`src/rtl/gie_pkg.sv`:
```
`timescale 1ns/1ps
package gie_pkg;
    localparam int DATA_W  = 16;
    localparam int NUM_EN  = 2;

    // Index 0: bad-address flag, index 1: bad-write flag.
    // Set control positions in the written word.
    localparam int SET_POS [NUM_EN] = '{9, 10};
    // Clear control positions; these are also the read-back positions.
    localparam int CLR_POS [NUM_EN] = '{1, 2};

    typedef struct packed {
        logic [NUM_EN-1:0] en;
        logic [NUM_EN-1:0] irq;
    } gie_state_t;
endpackage

```
`src/rtl/gie_access_qual.sv`:
```
`timescale 1ns/1ps
module gie_access_qual (
    input  logic sel,
    input  logic wr_en,
    input  logic wr_word,
    output logic wr_fire
);
    // Only full-word selected writes reach the flags.
    always_comb begin
        wr_fire = sel & wr_en & wr_word;
    end
endmodule

```
`src/rtl/gie_flag_cell.sv`:
```
`timescale 1ns/1ps
module gie_flag_cell (
    input  logic wr_fire,
    input  logic set_bit,
    input  logic clr_bit,
    input  logic cur,
    output logic nxt
);
    always_comb begin
        nxt = cur;
        if (wr_fire) begin
            unique case ({set_bit, clr_bit})
                2'b10:   nxt = 1'b1;
                2'b01:   nxt = 1'b0;
                default: nxt = cur;
            endcase
        end
    end
endmodule

```
`src/rtl/glob_irq_enable_reg.sv`:
```
`timescale 1ns/1ps
module glob_irq_enable_reg
    import gie_pkg::*;
(
    input  logic              clk,
    input  logic              rst_n,
    input  logic              sel,
    input  logic              wr_en,
    input  logic              wr_word,
    input  logic [DATA_W-1:0] wdata,
    output logic [DATA_W-1:0] rdata,
    input  logic              ev_bad_addr,
    input  logic              ev_bad_write,
    output logic              irq_bad_addr,
    output logic              irq_bad_write
);
    gie_state_t        state_d, state_q;
    logic              wr_fire;
    logic [NUM_EN-1:0] en_nxt;
    logic [NUM_EN-1:0] ev_vec;

    assign ev_vec = {ev_bad_write, ev_bad_addr};

    gie_access_qual u_qual (
        .sel     (sel),
        .wr_en   (wr_en),
        .wr_word (wr_word),
        .wr_fire (wr_fire)
    );

    for (genvar g = 0; g < NUM_EN; g++) begin : g_flag
        gie_flag_cell u_cell (
            .wr_fire (wr_fire),
            .set_bit (wdata[SET_POS[g]]),
            .clr_bit (wdata[CLR_POS[g]]),
            .cur     (state_q.en[g]),
            .nxt     (en_nxt[g])
        );
    end

    // Next-state: enables from the cells, requests gated by the current enables.
    always_comb begin
        state_d     = state_q;
        state_d.en  = en_nxt;
        state_d.irq = ev_vec & state_q.en;
    end

    always_ff @(posedge clk) begin
        if (!rst_n) begin
            state_q <= '0;
        end else begin
            state_q <= state_d;
        end
    end

    always_comb begin
        rdata = '0;
        for (int i = 0; i < NUM_EN; i++) begin
            rdata[CLR_POS[i]] = state_q.en[i];
        end
    end

    assign irq_bad_addr  = state_q.irq[0];
    assign irq_bad_write = state_q.irq[1];
endmodule

```
`config.mk`:
```
export PLATFORM = sky130hd
export DESIGN_NAME = glob_irq_enable_reg
export DESIGN_NICKNAME = d
export VERILOG_FILES = /design/src/rtl/gie_pkg.sv /design/src/rtl/gie_access_qual.sv /design/src/rtl/gie_flag_cell.sv /design/src/rtl/glob_irq_enable_reg.sv
export SDC_FILE = /design/constraint.sdc
export NUM_CORES = 1
export LEC_CHECK = 0
export BUFFER_PORTS_ARGS = -buffer_cell sky130_fd_sc_hd__buf_2
export CAP_MARGIN = 15
export CORE_AREA = 8 8 45 47
export CTS_CLUSTER_SIZE = 16
export DETAILED_ROUTE_END_ITERATION = 7
export DIE_AREA = 0 0 53 55
export GPL_ROUTABILITY_DRIVEN = 1
export PLACE_DENSITY = 0.61
export SLEW_MARGIN = 20
export SYNTH_ARGS = -nofsm -noshare
export SYNTH_HDL_FRONTEND = slang
export SYNTH_SLANG_ARGS = --single-unit
```
`constraint.sdc`:
```
create_clock -name clk -period 2.4 [get_ports clk]
set_clock_uncertainty 0.1 [all_clocks]
set_input_delay 0.24 -clock clk [delete_from_list [all_inputs] [get_ports clk]]
set_output_delay 0.24 -clock clk [all_outputs]
set_load 0.05 [all_outputs]
```
Yosys cells after proc, flatten, opt, wreduce, memory -nomap -nowiden
Index checks and enable logic that the tools add are counted.

storage, ports and cells
  memory bits (read-only) = 0
  register bits after elaboration = 4
  input port bits = 23
  output and inout port bits = 18
  latch bits = 0
  memory bits (writable) = 0
  memories kept = 0
  logic and storage cells = 16

cells by class
  shift operators = 0
  bitwise logic cells = 3
  multipliers = 0
  divide/modulo/power cells = 0
  mux-type cells = 2
  reduce and logical (&&, ||, !) cells = 4
  magnitude comparators = 0
  $add $sub $neg = 0
  equality and inequality tests = 4

operator list
  cell                                                                   number
  2-bit by 1-bit equality test with 1-bit output, second input constant  2
  2-bit equality test, second input constant                             2
  1-bit one-hot mux with 2 select lines                                  2
  2-bit AND reduction                                                    2
  2-bit nonzero test                                                     2
  1-bit AND                                                              2
  2-bit AND                                                              1

Longest topological paths before layout
  depth in word-level cells = 3
  depth in mapped cells = 4
  depth with buffers taken out = 4

Modules after synthesis
From an unflattened synthesis, not the netlist that was laid out.

second synthesis, totals
  cells, all modules = 32
  area total of the unflattened synthesis = 297.8 um^2

by module, submodules not included
  module               seq. area each (um^2)  cells an instance  area each (um^2)  instances
  glob_irq_enable_reg  80.1                   23                 216.5             1
  gie_flag_cell        0.0                    4                  37.5              2
  gie_access_qual      0.0                    1                  6.3               1

Least setup slack after synthesis
Ideal clock, no wire load.

  kind = input to register
  start = input port wdata[9]
  end = register state_q (netlist bit rdata[1])
  arrival time = 0.804 ns
  required time = 2.181 ns
  library setup time = 0.119 ns
  buffers on the path = 0
  stages on the path = 4
  path slack = 1.377 ns
  cell sequence = inv_1 ha_1 nand4b_1 mux2i_1

between the ends
  longest elaborated chain between the ends = 3
  elaborated cells between the ends (all ways) = 5
  classes of those cells = eq/ne (2); mux (1); reduce/logical (2)

ends and longest elaborated chain
  item                                                                                          line                       RTL
  from (decl)                                                                                   glob_irq_enable_reg.sv:10  input logic [DATA_W-1:0] wdata,
  2-bit equality test / 2-bit by 1-bit equality test with 1-bit output (equally long branches)  gie_flag_cell.sv:12        unique case ({set_bit, clr_bit})
  2-bit nonzero test (no line)                                                                  --
  2-bit AND reduction (no line)                                                                 --
  to (signal assigned)                                                                          glob_irq_enable_reg.sv:52  state_q <= state_d;
  to (decl)                                                                                     glob_irq_enable_reg.sv:17  gie_state_t state_d, state_q;

Parallel ways exist; a longest one is shown, timed or not.
A chain may end at the register's enable or synchronous reset.

Worst setup path in the final report
  start = register state_q (netlist bit rdata[1])
  end = output port rdata[1]

RTL lines
  item       line                       RTL
  to (decl)  glob_irq_enable_reg.sv:11  output logic [DATA_W-1:0] rdata,

No word-level cell between the ends.

==> PnR_summary.wiki <==
{| class="wikitable"
! Metric !! Value
|-
| Status || completed
|-
| Sum of negative setup slack || 0 ps
|-
| Count of cells along the worst hold path || 2
|-
| Area of the die || 2915 um^2
|-
| Final worst path period share || 0.4877
|-
| R2R cell count || 2
|-
| Number of DRC violations after detailed routing || 0
|-
| Library cells used by synthesis || 10
|-
| # port buffers || 14
|-
| Data arrival time of the worst path || 830 ps
|-
| Part of the Yosys area used for sequential elements || 0.2612
|-
| Number of DRC markers after the initial detailed-route iteration || 0
|-
| Final Instance Count excl. Fillers || 65
|-
| Post-layout nets || 76
|-
| Power per standard cell area || 644.0 nW/um^2
|-
| R2R Setup Slk || 1730 ps
|-
| Final WL || 613 um
|-
| Maximum number of pins on one net before global-route repair || 7
|-
| Stages on worst setup path || 1
|-
| Multiplexer share of the synthesized area || 0.06531
|-
| Flop and latch count out of synthesis || 4
|-
| Post_cts resized || 0
|-
| Setup-violating endpoint count in the final report || 0
|-
| Boundary Pins || 41
|-
| Deepest level of the CTS H-tree || 1
|-
| Hold buffer count at CTS || 0
|-
| Buffers inserted by post-CTS timing repair || 0
|-
| Number of CTS-inserted buffers || 3
|-
| Delay of the slowest cell on the worst path || 330 ps
|-
| Highest clock frequency the design can meet || 854.3 MHz
|-
| GPL Wtd Cong || 0.6532
|-
| Per-instance average area after synthesis || 8.758 um^2
|-
| TritonCTS clock tree || done
|-
| IR drop worst, VDD || 0.0001208 V
|-
| Launch point of the critical path || rdata[1]$_SDFFE_PN0P_
|-
| First-pass GRT wire length || 959 um
|-
| Mapped Area || 306.5 um^2
|-
| Total number of placement rows || 14
|-
| CP endpoint kind || primary output
|-
| Grt ovf || 0
|-
| Crit-path leading delay family || flip-flops
|-
| Min Clock Period, post-route || 1171 ps
|-
| Number of sinks driven by the clock tree || 4
|-
| CP bufs+invs || 1
|-
| Hold Path Class || input pin to flip-flop
|-
| Number of global-route vias before repair || 246
|-
| All-Layer GR Usage || 0.04588
|-
| Core Footprint || 1384 um^2
|-
| Clock latency of the later-clocked register in the worst-skew pair || 230 ps
|-
| Main combinational cell family by area after synthesis || buffers and inverters
|-
| Y dimension of the die || 55 um
|-
| Number of buffers on the longest clock path || 2
|-
| Simple-gate share of the synthesized area || 0.1633
|-
| Router iterations before antenna repair || 1
|-
| Post-route antenna net violation count || 0
|-
| MaxCap Viol Count || 0
|-
| Worst path cell trace || buf_2
|-
| Most frequent cells in the layout || 14 x sky130_fd_sc_hd__conb_1, 14 x sky130_fd_sc_hd__buf_2, 4 x sky130_fd_sc_hd__dfxtp_1
|-
| Required time at the endpoint of the critical path || 2060 ps
|-
| Number of warnings printed during yosys synthesis || 0
|-
| Static leakage || 0.2198 nW
|-
| Worst Setup Path Type || flip-flop to primary output
|-
| Fraction of final layout cells sized beyond drive strength 1 || 0.3469
|-
| Critical hold path startpoint || ev_bad_addr
|-
| Critical-path maximum fanout || 3
|-
| Routed vias/inst || 3.308
|-
| Synth Area in Compound Gates || 0
|-
| Post-synthesis share of cell area spent on full adders, half adders and majority gates || 0.08163
|-
| Number of standard cells after synthesis || 35
|-
| Number of placed instances, taps included || 62
|-
| Startpoint of the most critical register-to-register path || rdata[1]$_SDFFE_PN0P_
|-
| Area Overhead vs Synth || 13.47%
|-
| Final design instance area without fill || 347.8 um^2
|-
| Final hold violations || 0
|-
| Clock slew at the register clock pins of the worst setup and hold paths || 40 ps
|-
| DIE WIDTH || 53 um
|-
| Pins Over Slew Limit || 0
|-
| Initial antenna violation count || 0
|-
| Standard cell with the maximum stage delay on the critical path || sky130_fd_sc_hd__dfxtp_1
|-
| Number of antenna repair diodes || 0
|-
| Parity-gate share of the synthesized area counting xor and xnor cells || 0
|-
| Routed via count || 215
|-
| Initial core utilization || 0.2215
|-
| Average routed wire per standard cell || 9.431 um
|-
| Placed cell area || 325.3 um^2
|-
| Cell at the root of the clock tree || sky130_fd_sc_hd__clkbuf_4
|-
| Setup repair after global routing missed its margin || no
|-
| Worst setup SP type || flip-flop
|}
-- cells by family (layout without fill, tap and decap cells) --
kind of cell	after synthesis	count (layout)
adder cells (fa/ha/maj)	2	2
buffers and inverters	18	19
flip-flops	4	4
multiplexers	2	2
other	1	14
AND/OR/NAND/NOR	8	8
-- cell usage after synthesis, drive strengths merged --
cell	instances	area, um^2
buf	16	120.1
dfxtp	4	80.08
and3	2	12.51
ha	2	25.02
inv	2	7.510
mux2i	2	20.02
nand2	2	7.510
nand2b	2	12.51
nand4b	2	17.52
conb	1	3.750
-- path summary, 6_finish.rpt --
| path | end |
|---|---|
| setup / recovery | rdata[1] |
| hold / removal | irq_bad_addr$_SDFF_PN0_ |
| setup reg to reg | rdata[1]$_SDFFE_PN0P_ |
| hold reg to reg | rdata[2]$_SDFFE_PN0P_ |
-- layer usage --
layer	track usage	vias to the layer above	part of all wire
li1	-	110	-
met1	0.06222	83	0.49
met2	0.03906	22	0.31
met3	0.02941	0	0.19
met4	0.05172	0	0
met5	0	-	0
-- stage by stage --
stage | setup WS (ps) | utilization | total power [mW] | hold WS [ps]
finish | 1229 | 0.2514 | 0.2240 | 147.6
global route | 1191 | 0.2514 | 0.2426 | 130.9
CTS | 1219 | 0.2514 | 0.2291 | 140.0
detailed placement | 1222 | 0.2351 | 0.1419 | 362.8
global placement | 1234 | 0.2351 | 0.1413 | 360.2
floorplan | 1377 | - | 0.1492 | 289.0
-- final cells by class --
| cell class | instances | area (um^2) |
|---|---|---|
| tap | 16 | 20.02 |
| multi-input combinational | 26 | 147.6 |
| sequential | 4 | 80.08 |
| timing repair buffer | 14 | 70.07 |
| inverter | 2 | 7.507 |
| clock buffer | 3 | 22.52 |
| fill | 160 | 1036 |
-- flip-flops by register name, summed over array words and instances, names as in the netlist --
signal / flops
irq_bad_addr: 1
rdata: 2
irq_bad_write: 1
-- report_power, final --
part | internal [mW] | switching, mW
Sequential | 0.0684 | 0.000748
Combinational | 0.0113 | 0.0610
Clock | 0.0559 | 0.0267
Total | 0.136 | 0.0884
Power figures use the tool's default switching activity.
